## src/rtl/longdiv_pkg.sv

```systemverilog
package longdiv_pkg;

    typedef enum logic {
        ST_IDLE = 1'b0,
        ST_RUN  = 1'b1
    } ld_state_e;

    typedef struct packed {
        logic load;      // accept operands, enter the loop
        logic zero_div;  // accept operands, divisor is zero
        logic iterate;   // perform STEPS_PER_CYCLE iterations this cycle
        logic finish;    // last group of iterations this cycle
    } ld_ctrl_t;

    function automatic int unsigned rounds_of(input int unsigned w, input int unsigned spc);
        return w / spc;
    endfunction

endpackage

```

## src/rtl/longdiv_step.sv

```systemverilog
module longdiv_step #(
    parameter int unsigned W = 16
) (
    input  logic [W:0]   a_i,
    input  logic [W-1:0] q_i,
    input  logic [W-1:0] m_i,
    output logic [W:0]   a_o,
    output logic [W-1:0] q_o
);
    logic [W:0]   sh_a;
    logic [W-1:0] sh_q;
    logic [W:0]   trial;
    logic [W:0]   m_ext;

    always_comb begin
        m_ext = {1'b0, m_i};
        sh_a  = {a_i[W-1:0], q_i[W-1]};
        sh_q  = {q_i[W-2:0], 1'b0};
        trial = sh_a - m_ext;
        if (trial[W]) begin
            a_o = trial + m_ext;     // negative: put the divisor back
            q_o = sh_q;
        end else begin
            a_o = trial;
            q_o = sh_q | {{(W-1){1'b0}}, 1'b1};
        end
    end
endmodule

```

## src/rtl/longdiv_ctrl.sv

```systemverilog
module longdiv_ctrl
    import longdiv_pkg::*;
#(
    parameter int unsigned W   = 16,
    parameter int unsigned SPC = 1
) (
    input  logic     clk,
    input  logic     rst,
    input  logic     start_i,
    input  logic     divisor_zero_i,
    output ld_ctrl_t ctl_o,
    output logic     busy_o
);
    localparam int unsigned ROUNDS = rounds_of(W, SPC);
    localparam int unsigned CW     = $clog2(ROUNDS + 1);
    localparam logic [CW-1:0] LAST = CW'(ROUNDS - 1);

    ld_state_e     state;
    logic [CW-1:0] cnt;
    logic          accept;

    always_comb begin
        accept         = (state == ST_IDLE) && start_i;
        ctl_o          = '0;
        ctl_o.load     = accept && !divisor_zero_i;
        ctl_o.zero_div = accept && divisor_zero_i;
        ctl_o.iterate  = (state == ST_RUN);
        ctl_o.finish   = (state == ST_RUN) && (cnt == LAST);
    end

    always_ff @(posedge clk) begin
        if (rst) begin
            state <= ST_IDLE;
            cnt   <= '0;
        end else begin
            case (state)
                ST_IDLE: begin
                    cnt <= '0;
                    if (ctl_o.load) state <= ST_RUN;
                end
                ST_RUN: begin
                    if (ctl_o.finish) begin
                        state <= ST_IDLE;
                        cnt   <= '0;
                    end else begin
                        cnt <= cnt + 1'b1;
                    end
                end
                default: state <= ST_IDLE;
            endcase
        end
    end

    assign busy_o = (state == ST_RUN);


    cnt_range_chk: assert property (@(posedge clk) disable iff (rst)
        cnt <= LAST);


    busy_hold_chk: assert property (@(posedge clk) disable iff (rst)
        (state == ST_RUN && cnt != LAST) |=> (state == ST_RUN));


    idle_cnt_chk: assert property (@(posedge clk) disable iff (rst)
        $rose(busy_o) |-> (cnt == '0));
endmodule

```

## src/rtl/longdiv_unit.sv

```systemverilog
module longdiv_unit
    import longdiv_pkg::*;
#(
    parameter int unsigned WIDTH           = 16,
    parameter int unsigned STEPS_PER_CYCLE = 1
) (
    input  logic             clk,
    input  logic             rst,
    input  logic             start_i,
    input  logic [WIDTH-1:0] dividend_i,
    input  logic [WIDTH-1:0] divisor_i,
    output logic             busy_o,
    output logic             done_o,
    output logic [WIDTH-1:0] quot_o,
    output logic [WIDTH-1:0] rem_o,
    output logic             dz_o
);
    localparam int unsigned W   = WIDTH;
    localparam int unsigned SPC = STEPS_PER_CYCLE;

    initial begin
        if (W < 2 || SPC < 1 || (W % SPC) != 0)
            $error("longdiv_unit: WIDTH must be >= 2 and a multiple of STEPS_PER_CYCLE");
    end

    ld_ctrl_t     ctl;
    logic [W:0]   a_q;
    logic [W-1:0] q_q;
    logic [W-1:0] m_q;
    logic         done_q;
    logic         dz_q;

    logic [W:0]   a_ch [SPC+1];
    logic [W-1:0] q_ch [SPC+1];

    longdiv_ctrl #(.W(W), .SPC(SPC)) u_ctrl (
        .clk            (clk),
        .rst            (rst),
        .start_i        (start_i),
        .divisor_zero_i (divisor_i == '0),
        .ctl_o          (ctl),
        .busy_o         (busy_o)
    );

    assign a_ch[0] = a_q;
    assign q_ch[0] = q_q;

    for (genvar k = 0; k < SPC; k++) begin : g_step
        longdiv_step #(.W(W)) u_step (
            .a_i (a_ch[k]),
            .q_i (q_ch[k]),
            .m_i (m_q),
            .a_o (a_ch[k+1]),
            .q_o (q_ch[k+1])
        );
    end

    always_ff @(posedge clk) begin
        if (rst) begin
            a_q    <= '0;
            q_q    <= '0;
            m_q    <= '0;
            done_q <= 1'b0;
            dz_q   <= 1'b0;
        end else begin
            done_q <= 1'b0;
            if (ctl.load) begin
                a_q  <= '0;
                q_q  <= dividend_i;
                m_q  <= divisor_i;
                dz_q <= 1'b0;
            end else if (ctl.zero_div) begin
                a_q    <= {1'b0, dividend_i};
                q_q    <= '1;
                m_q    <= '0;
                dz_q   <= 1'b1;
                done_q <= 1'b1;
            end else if (ctl.iterate) begin
                a_q <= a_ch[SPC];
                q_q <= q_ch[SPC];
                if (ctl.finish) done_q <= 1'b1;
            end
        end
    end

    assign done_o = done_q;
    assign dz_o   = dz_q;
    assign quot_o = q_q;
    assign rem_o  = a_q[W-1:0];


    sign_clear_chk: assert property (@(posedge clk) disable iff (rst)
        !a_q[W]);


    rem_below_div_chk: assert property (@(posedge clk) disable iff (rst)
        (done_q && !dz_q) |-> (a_q < {1'b0, m_q}));


    busy_done_excl_chk: assert property (@(posedge clk) disable iff (rst)
        done_q |-> !busy_o);


    dz_result_chk: assert property (@(posedge clk) disable iff (rst)
        ctl.zero_div |=> (done_q && dz_q && (q_q == '1)));


    hold_chk: assert property (@(posedge clk) disable iff (rst)
        (!busy_o && !ctl.load && !ctl.zero_div) |=> ($stable(q_q) && $stable(a_q)));
endmodule

```

## config.mk

```make
export PLATFORM = sky130hd
export DESIGN_NAME = longdiv_unit
export DESIGN_NICKNAME = d
export VERILOG_FILES = /design/src/rtl/longdiv_pkg.sv /design/src/rtl/longdiv_step.sv /design/src/rtl/longdiv_ctrl.sv /design/src/rtl/longdiv_unit.sv
export SDC_FILE = /design/constraint.sdc
export NUM_CORES = 1
export LEC_CHECK = 0
export BUFFER_PORTS_ARGS = -buffer_cell sky130_fd_sc_hd__buf_2
export CAP_MARGIN = 20
export CORE_AREA = 8 8 108 110
export CTS_CLUSTER_SIZE = 10
export DETAILED_ROUTE_END_ITERATION = 7
export DIE_AREA = 0 0 116 118
export PLACE_DENSITY = 0.63
export SLEW_MARGIN = 30
export SYNTH_ARGS = -nofsm -noshare
export SYNTH_HDL_FRONTEND = slang
export SYNTH_SLANG_ARGS = --single-unit
export TNS_END_PERCENT = 10
```

## constraint.sdc

```tcl
create_clock -name clk -period 4.4 [get_ports clk]
set_input_delay 1.1 -clock clk [delete_from_list [all_inputs] [get_ports clk]]
set_output_delay 1.1 -clock clk [all_outputs]
set_load 0.01 [all_outputs]
```

==> out/summary.txt, run 1 <==
Status: completed
Clock transition at path regs: 110 ps
FFs w/ async S/R, synth: 0%
Starting Density: 38.9%
Num CTS Buffers: 5
Crit-path max FO: 5
First-pass GRT wire length: 18.0 mm
Post-synth top area share: 28.8%
Met1 Use GR: 19.7%
Core Footprint: 10000 µm²
Maxcap violations: 0
Mapped Nets: 550
Crit Path Class: reg2reg
GRT overflow: 0
Syn Inst Count: 478
Mapped cell area: 3890 µm²
Routed WL: 11.3 mm
Comb power frac: 69.8%
Count of final max-slew check failures: 0
WP data arrival: 4330 ps
Clk pwr share: 9.5%
Top cell type by total area after synthesis: dfxtp_1
Antenna viol nets, final: 0
Die H: 118 µm
Sequential Power Share: 20.7%
Syn Area/Cell: 8.14 µm²
Internal: 1.60 mW
Worst-margin pin slew: 904 ps
Hold Vio Cnt, Final: 0
Fraction of layout cells with a size suffix above 1: 18.1%
Clk_skew: 4.24 ps
TNS Setup: 0 ps
Pre-antenna DRT Iters: 5
Finish-stage setup viols: 0
Leading cell type in the layout, fill and taps excluded: buf_2
GR Util met3: 2.82%
Ranking of synthesized cells by area: dfxtp_1 29%, ha_1 11%, a21oi_1 6.7%, nor2_1 4.3%, o221ai_1 3.8%
Min Tclk post-route: 4100 ps
Max rail drop VDD: 0.286 mV
Max Buffers Root-to-Sink: 2
Nets: 607
DIE WIDTH: 116 µm
Met2 layer usage reported by global route: 28.9%
RSZ-0062 raised after global routing: no
Busiest grt layer: met2
Antenna diodes: 0
Clk root buf: clkbuf_8
Psw: 1.52 mW
Gpl congestion: 0.904
Pwr/cell area: 701 nW/µm²
EDFF count, synth: 0
Worst-Skew Late Latency: 310 ps
Overall global routing resource usage: 16.5%
Max_slew headroom: 39.5%
Synth warnings: 0
DRT iter0 DRCs: 238
Filler Cell Count: 1049
TritonCTS clock tree: yes
P_leak: 1.94 nW
Wire per inst: 16.8 µm
Worst Setup End Kind: register
H-Tree Level Count: 2
Synth-to-layout area growth: 14.5%
Largest net degree at the start of global routing: 47
Rows: 37
CTS sink count: 56
Sw frac: 48.8%
Most frequent cells in the layout: 69 x buf_2, 56 x dfxtp_1, 52 x a21oi_1
#FFs+latches synth: 56
Max Freq: 0.244 GHz
Port Buffers: 69
WP data required: 4630 ps
Initial antenna violation count: 0
Hold Path Class: reg2reg
Top Ports: 70
Critical Path Source Type: register
Die area: 13700 µm²
Netlist cell types: 52
Number of hold buffers added after cts: 0
DR vias/cell: 5.55
Via Count: 3731
Post-DP HPWL: 8.98 mm
Design Power: 3.12 mW
Vias in the first global route: 3618
Post-synthesis sequential area ratio: 28.8%
Post-synth top flop: dfxtp_1
DRC: 0
Part of the cycle the worst path needs: 93.1%
## final timing paths
path                      start       endpoint  slack [ps]  depth (start not counted)
setup reg to reg     quot_o[15]        a_q[15]         300                         18
hold / removal    u_ctrl.cnt[0]  u_ctrl.cnt[0]         460                          1
hold reg to reg   u_ctrl.cnt[0]  u_ctrl.cnt[0]         460                          1
setup / recovery     quot_o[15]        a_q[15]         300                         18
## stage by stage
stage	cells	hold slack, ps	area (µm²)	util [%]	setup slack (ps)
after floorplan	478	418	3890	-	513
after global placement	664	433	4350	43.5	258
after detailed placement	664	445	4350	43.5	81.8
after CTS	672	464	4440	44.4	39.0
after global routing	672	481	4450	44.5	22.9
final	672	456	4450	44.5	302
## worst max-delay path, cell delays in order, from the launching register on
cell and delay [ps]:
dfxtp_1 360, inv_1 50, ha_1 270, fa_2 410
nand2b_1 220, a21oi_4 210, o22ai_4 130, o21ai_0 180
a21oi_1 100, xnor2_1 190, ha_1 310, a21o_1 190
a211oi_2 290, a211oi_1 120, a21oi_1 130, nand3_1 140
o21ai_1 150, or4b_1 460, o221ai_1 90
## synth_stat cells, types with 7 or more instances
master    count
dfxtp_1      56
a22o_1       14
nand2b_1     11
clkbuf_1     17
nor2b_1      11
ha_1         35
a21o_1       10
nor3b_1       7
nor3_1        9
o21ai_0      16
nand2_1      34
a21oi_1      52
xnor2_1      16
nor2_1       45
a211oi_1     15
nand3_1      10
inv_1        27
o221ai_1     17
## layout make-up
| type | instances | area, µm² | area share, % |
|---|---|---|---|
| Clock buffer | 6 | 72.6 | 1.63 |
| Clock inverter | 2 | 16.3 | 0.365 |
| Inverter | 27 | 101 | 2.28 |
| Multi-Input combinational cell | 371 | 2590 | 58.1 |
| Sequential cell | 56 | 1120 | 25.2 |
| Tap cell | 136 | 170 | 3.82 |
| Timing Repair Buffer | 74 | 383 | 8.60 |
## logic make-up after synthesis
logic type / count (synthesis) / share of synthesized area (%)
adders and majority gates: 37 / 12.3
muxes: 6 / 1.54
and+or+nand+nor: 146 / 18.2
DFF: 56 / 28.8
buffers and inverters: 51 / 5.18
AOI/OAI and AO/OA: 160 / 28.8
xor gates and xnor gates: 22 / 5.15
## flip-flops by register name (all words and copies together) (netlist names)
| register | flops |
|---|---|
| u_ctrl.cnt | 5 |
| a_q | 16 |
| quot_o | 16 |
| done_o | 1 |
| m_q | 16 |
| u_ctrl.busy_o | 1 |
| dz_o | 1 |
## timing repair
action | in CTS | in global routing
resized for setup | 0 | 3
buffers inserted | 0 | 0
endpoints found under the setup margin | 0 | 1
## routing by layer
metal	wire [µm]	part of all wire, %	up-vias
li1	-	-	1863
met1	4820	43	1769
met2	5750	51	85
met3	478	4.2	14
met4	226	2.0	0
met5	0	0	-
## power groups by stage
stage                     sequential, mW  combinational, mW  clock [mW]
after CTS                          0.647               2.16       0.307
after global routing               0.656               2.40       0.326
after floorplan                    0.662               1.63           0
final                              0.646               2.18       0.297
after detailed placement           0.659               2.15           0
after global placement             0.657               2.11           0
Power figures use the tool's default switching activity.
==> inputs of run 2 (changes only) <==
- CELL_PAD_IN_SITES_DETAIL_PLACEMENT: not set -> 0
- CELL_PAD_IN_SITES_GLOBAL_PLACEMENT: not set -> 1
- PLACE_DENSITY: 0.63 -> 0.8
==> run 2 against run 1 <==
Core utilization grew 0.84 points. First-iteration DRC count shrank 11%. Cell count grew 0.74%. Combinational power grew 3%. Design area grew 1.9%. Non-clock buffer count grew 6. Via count is essentially flat. Global-route usage grew 0.86 points. Flip-flop and latch count is the same. Critical path depth is the same. Fmax shrank 0.74%. Critical path type unchanged. Critical endpoint unchanged. Largest cell class unchanged.
==> out/summary.txt, run 2 (synthesis gave the netlist of run 1 again) <==
Port Buffers: 69 (unchanged)
Clock transition at path regs: 110 ps (about the same)
Max rail drop VDD: 0.303 mV (+5.9%)
RSZ-0062 raised after global routing: no
H-Tree Level Count: 2 (unchanged)
GRT overflow: 0 (unchanged)
Multi-input logic area: 2590 µm² (about the same)
Pre-antenna DRT Iters: 4 (-1)
Status: completed
Leading cell type in the layout, fill and taps excluded: buf_2
Worst Setup End Kind: register
Critical-path top delay cell: or4b_1
WP data arrival: 4350 ps (+20 ps)
Min setup slack post-route: 271 ps (-30.7 ps)
Hold Path Class: reg2reg
Comb power frac: 68.0% (-1.8 points)
Max Buffers Root-to-Sink: 2 (unchanged)
Critical Path Source Type: register
Antenna viol nets, final: 0 (unchanged)
Post-DP HPWL: 9.18 mm (+2.2%)
Crit Path Class: reg2reg
Gpl congestion: 0.881 (-2.6%)
Via Count: 3730 (-0.027%)
Top Ports: 70 (unchanged)
Sequential Power Share: 19.7% (-1.0 points)
Part of the cycle the worst path needs: 93.8% (+0.70 points)
Most frequent cells in the layout: 69 x buf_2, 55 x dfxtp_1, 52 x a21oi_1
DR vias/cell: 5.51 (-0.77%)
Synth-to-layout area growth: 16.7%
Pwr/cell area: 728 nW/µm² (+3.9%)
Maxcap violations: 0 (unchanged)
Hold Vio Cnt, Final: 0 (unchanged)
CTS sink count: 56 (unchanged)
Clk pwr share: 12.3% (+2.8 points)
Overall global routing resource usage: 17.3% (+0.86 points)
Place WS: 145 ps (+63.4 ps)
Internal: 1.74 mW (+9.2%)
Routed WL: 11.8 mm (+4.9%)
Filler Cell Count: 1027 (-2.1%)
Rows: 37 (unchanged)
Sw frac: 47.2% (-1.7 points)
Die area: 13700 µm² (unchanged)
DRT iter0 DRCs: 211 (-11%)
Num CTS Buffers: 5 (unchanged)
Worst-Skew Late Latency: 310 ps (about the same)
Crit-path max FO: 5 (unchanged)
Max_slew headroom: 47.3% (+7.8 points)
Nets: 613 (+0.99%)
Psw: 1.56 mW (+2.2%)
TritonCTS clock tree: yes
Clk root buf: clkbuf_8
Cell Chain, Critical Path: inv_1, ha_1, fa_2, nand2b_1, a21oi_4, o22ai_4, o21ai_1, a21oi_1, xnor2_1, ha_1, a21o_1, a211oi_2, a211oi_1, a21oi_1, nand3_1, o21ai_1, or4b_1, o221ai_1
DP Area: 4380 µm² (+0.86%)
P_leak: 1.99 nW (+2.7%)
Wire per inst: 17.5 µm (+4.1%)
First-pass GRT wire length: 19.2 mm (+6.8%)
WP data required: 4620 ps (about the same)
Initial antenna violation count: 0 (unchanged)
Largest net degree at the start of global routing: 25 (-47%)
Vias in the first global route: 3715 (+2.7%)
Max Freq: 0.242 GHz (-0.74%)
Fraction of layout cells with a size suffix above 1: 19.0% (+0.94 points)
Count of final max-slew check failures: 0 (unchanged)
Die H: 118 µm (unchanged)
Clk_skew: 7.97 ps (+3.73 ps)
Register area: 1120 µm² (+0.11%)
Core Footprint: 10000 µm² (unchanged)
DIE WIDTH: 116 µm (unchanged)
Starting Density: 38.9% (unchanged)
Fin area: 4540 µm² (+1.9%)
Min Tclk post-route: 4130 ps (+30.7 ps)
Number of hold buffers added after cts: 0 (unchanged)
Finish-stage setup viols: 0 (unchanged)
TNS Setup: 0 ps (unchanged)
Worst-margin pin slew: 791 ps (-113 ps)
Crit-path max cell delay: 450 ps (about the same)
Antenna diodes: 0 (unchanged)
DRC: 0 (unchanged)
-- run 2: path summary, 6_finish.rpt --
check / depth (start not counted) / from / to / slack [ps]
min reg2reg: 1 / u_ctrl.cnt[0] / u_ctrl.cnt[0] / 460
max: 18 / quot_o[15] / a_q[15] / 270
max reg2reg: 18 / quot_o[15] / a_q[15] / 270
min: 1 / u_ctrl.cnt[0] / u_ctrl.cnt[0] / 460
-- run 2: what timing repair did --
item	4_1_cts	5_1_grt
endpoints found under the setup margin	0	1
buffers inserted	0	1
resized for setup	0	5
-- run 2: layout make-up --
type / count / area share, %
multi-input cells: 371 / 57.0
flip-flops and latches: 56 / 24.7
repair buffers: 80 / 9.43
well taps: 136 / 3.75
inverters: 27 / 2.23
clock buffers: 5 / 1.52
clock inverters: 2 / 1.32
-- run 2: per-stage QoR --
step           instances  hold WS, ps  power, mW  utilization (%)
6_report             677          457       3.30             45.4
5_1_grt              677          478       3.58             45.4
4_1_cts              676          460       3.26             45.1
3_5_place_dp         669          436       2.84             43.8
3_3_place_gp         669          430       2.84             43.8
2_1_floorplan        478          418       2.29                -
-- run 2: routing by layer --
layer | track usage [%] | routed length, µm
met2 | 27.0 | 5280
met4 | 3.57 | 148
met3 | 2.98 | 580
met5 | 0 | 0
met1 | 24.2 | 5820
-- run 2: critical path, delay by kind of cell (launching register included) --
family	cells	cell delay, ps
AOI/OAI and AO/OA	10	1560
adders and majority gates	3	1010
and+or+nand+nor	3	800
DFF	1	370
xor gates and xnor gates	1	230
buffers and inverters	1	50
-- run 2: power groups by stage --
stage                     registers, mW  clock network [mW]  logic [mW]
after floorplan                   0.662                   0        1.63
after global placement            0.660                   0        2.18
after detailed placement          0.661                   0        2.18
after CTS                         0.649               0.414        2.19
after global routing              0.660               0.433        2.49
final                             0.650               0.405        2.25
==> inputs of run 3 (changes only) <==
- CORE_AREA: 8 8 108 110 -> 8 8 106 108
- DIE_AREA: 0 0 116 118 -> 0 0 114 116
- PLACE_DENSITY: 0.8 -> 0.82
==> run 3 against run 2 <==
Clock power fell by 23%. Critical path type unchanged. Global-route usage increased by 0.38 points. Die area fell by 3.4%. Non-clock buffer count shrank 1. Sequential power shrank 0.8%. Register-to-register slack got worse by 20 ps.
==> out/summary.txt, run 3 (synthesis gave the netlist of run 1 again) <==
Max rail drop VDD: 0.279 mV (-7.9%)
Overall global routing resource usage: 17.7% (+0.38 points)
Clk_skew: 14.0 ps (+5.99 ps)
Hold Vio Cnt, Final: 0 (unchanged)
Num CTS Buffers: 5 (unchanged)
Post-DP HPWL: 9.15 mm (-0.29%)
Register area: 1120 µm² (unchanged)
Filler Cell Count: 967 (-5.8%)
Min setup slack post-route: 249 ps (-22.6 ps)
H-Tree Level Count: 2 (unchanged)
Hold path endpoint: u_ctrl.cnt[0]
Antenna diodes: 0 (unchanged)
Finish-stage setup viols: 0 (unchanged)
Worst hold stages: 1 (unchanged)
Clk root buf: clkbuf_8
Reg2reg end: a_q[15]
Core Footprint: 9550 µm² (-4.5%)
Crit-path max cell delay: 460 ps (about the same)
Placed insts: 664 (-0.75%)
WP data arrival: 4380 ps (+30 ps)
Hold Path Class: reg2reg
First-pass GRT wire length: 19.0 mm (-1.1%)
Place WS: 135 ps (-9.87 ps)
Most frequent cell on the critical path: a21oi_1
Crit-path max FO: 5 (unchanged)
Design Power: 3.24 mW (-1.9%)
Max Freq: 0.241 GHz (-0.54%)
DRC: 0 (unchanged)
Gpl congestion: 0.918 (+4.2%)
Pre-antenna DRT Iters: 5 (+1)
Maxcap violations: 0 (unchanged)
Status: completed
Multi-input logic area: 2590 µm² (+0.19%)
DIE WIDTH: 114 µm (-1.7%)
Synth-to-layout area growth: 15.5%
Most frequent cells in the layout: 69 x buf_2, 55 x dfxtp_1, 52 x a21oi_1
Worst-Skew Late Latency: 330 ps (+20 ps)
Largest net degree at the start of global routing: 46 (+84%)
DP Area: 4370 µm² (-0.37%)
DRT iter0 DRCs: 242 (+15%)
Worst Setup End Kind: register
WP data required: 4630 ps (about the same)
Leading cell type in the layout, fill and taps excluded: buf_2
Part of the cycle the worst path needs: 94.3% (+0.51 points)
Critical Path Source Type: register
Worst Min Path Start: u_ctrl.cnt[0]
Top Ports: 70 (unchanged)
DR vias/cell: 5.68 (+3.1%)
Vias in the first global route: 3740 (+0.67%)
GRT overflow: 0 (unchanged)
Count of final max-slew check failures: 0 (unchanged)
Max Buffers Root-to-Sink: 2 (unchanged)
Fraction of layout cells with a size suffix above 1: 19.4% (+0.37 points)
Wire per inst: 17.5 µm (+0.11%)
Clock transition at path regs: 120 ps (about the same)
CTS sink count: 56 (unchanged)
Pwr/cell area: 721 nW/µm² (-0.94%)
Critical-path top delay cell: or4b_1
Min Tclk post-route: 4150 ps (+22.6 ps)
Flop-to-flop setup slack: 250 ps (-20 ps)
Starting Density: 40.7% (+1.8 points)
TritonCTS clock tree: yes
Initial antenna violation count: 0 (unchanged)
Finished Layout Cells: 674 (-0.44%)
Max_slew headroom: 48.1% (+0.82 points)
TNS Setup: 0 ps (unchanged)
Port Buffers: 69 (unchanged)
Antenna viol nets, final: 0 (unchanged)
FF-to-FF path depth: 18 (unchanged)
Die area: 13200 µm² (-3.4%)
Worst-margin pin slew: 779 ps (-12.3 ps)
Rows: 36 (-2.7%)
Crit Path Class: reg2reg
Die H: 116 µm (-1.7%)
Number of hold buffers added after cts: 0 (unchanged)
P_leak: 1.97 nW (-1.2%)
Worst r2r src: quot_o[15]
Routed WL: 11.8 mm (-0.33%)
Via Count: 3827 (+2.6%)
Cell Chain, Critical Path: inv_1, ha_2, fa_2, nand2b_1, a21oi_4, o22ai_4, o21ai_0, a21oi_1, xnor2_1, ha_1, a21o_1, a211oi_2, a211oi_1, a21oi_1, nand3_1, o21ai_1, or4b_1, o221ai_1
Nets: 612 (-0.16%)
Fin area: 4490 µm² (-0.97%)
-- run 3: cell count changes in the layout (fill, tap and decap cells not counted), sizes merged --
cell and delta:
inv +1, clkinv +2, buf -1, bufinv -2
-- run 3: how the worst max path moves through the flow --
stage,from,endpoint,slack [ps],cells past startpoint
after global placement,quot_o[15],a_q[15],230,18
after CTS,quot_o[15],a_q[15],50,18
after floorplan,quot_o[15],a_q[15],510,18
after global routing,quot_o[15],a_q[15],-30,18
final,quot_o[15],a_q[15],250,18
after detailed placement,quot_o[15],a_q[15],140,18
-- run 3: worst max-delay path, delay by kind of cell (launching register included) --
kind            cells  cell delay [ps]
compound gates     10             1580
fa+ha+maj           3              980
simple gates        3              810
flops               1              370
xor+xnor            1              250
buf+inv             1               50
-- run 3: layout make-up --
class / count / area share (%)
multi-input combinational: 371 / 57.7
sequential: 56 / 25.0
timing repair buffer: 79 / 9.36
tap: 133 / 3.70
inverter: 27 / 2.26
clock buffer: 5 / 1.53
clock inverter: 3 / 0.501
-- run 3: metrics by stage --
| stage | hold WS, ps | util (%) |
|---|---|---|
| finish | 459 | 47.1 |
| global route | 492 | 47.1 |
| CTS | 461 | 46.7 |
| detailed placement | 437 | 45.7 |
| global placement | 430 | 45.7 |
| floorplan | 418 | - |
-- run 3: timing repair --
action                                  4_1_cts  5_1_grt
endpoints found under the setup margin        0        1
gates resized for setup                       0        5
buffers inserted                              0        2
-- run 3: metal layers --
metal / vias to the layer above / track usage (%) / part of all wire [%] / wire (µm)
met3: 11 / 3.02 / 6.0 / 703
met2: 117 / 28.6 / 45 / 5310
met4: 0 / 4.35 / 1.3 / 150
met5: - / 0 / 0 / 0
met1: 1825 / 23.9 / 48 / 5630
li1: 1874 / - / - / -
-- run 3: where the power goes --
part,internal (mW),switching [mW]
Sequential,0.577,0.0684
Combinational,0.956,1.32
Clock,0.115,0.197
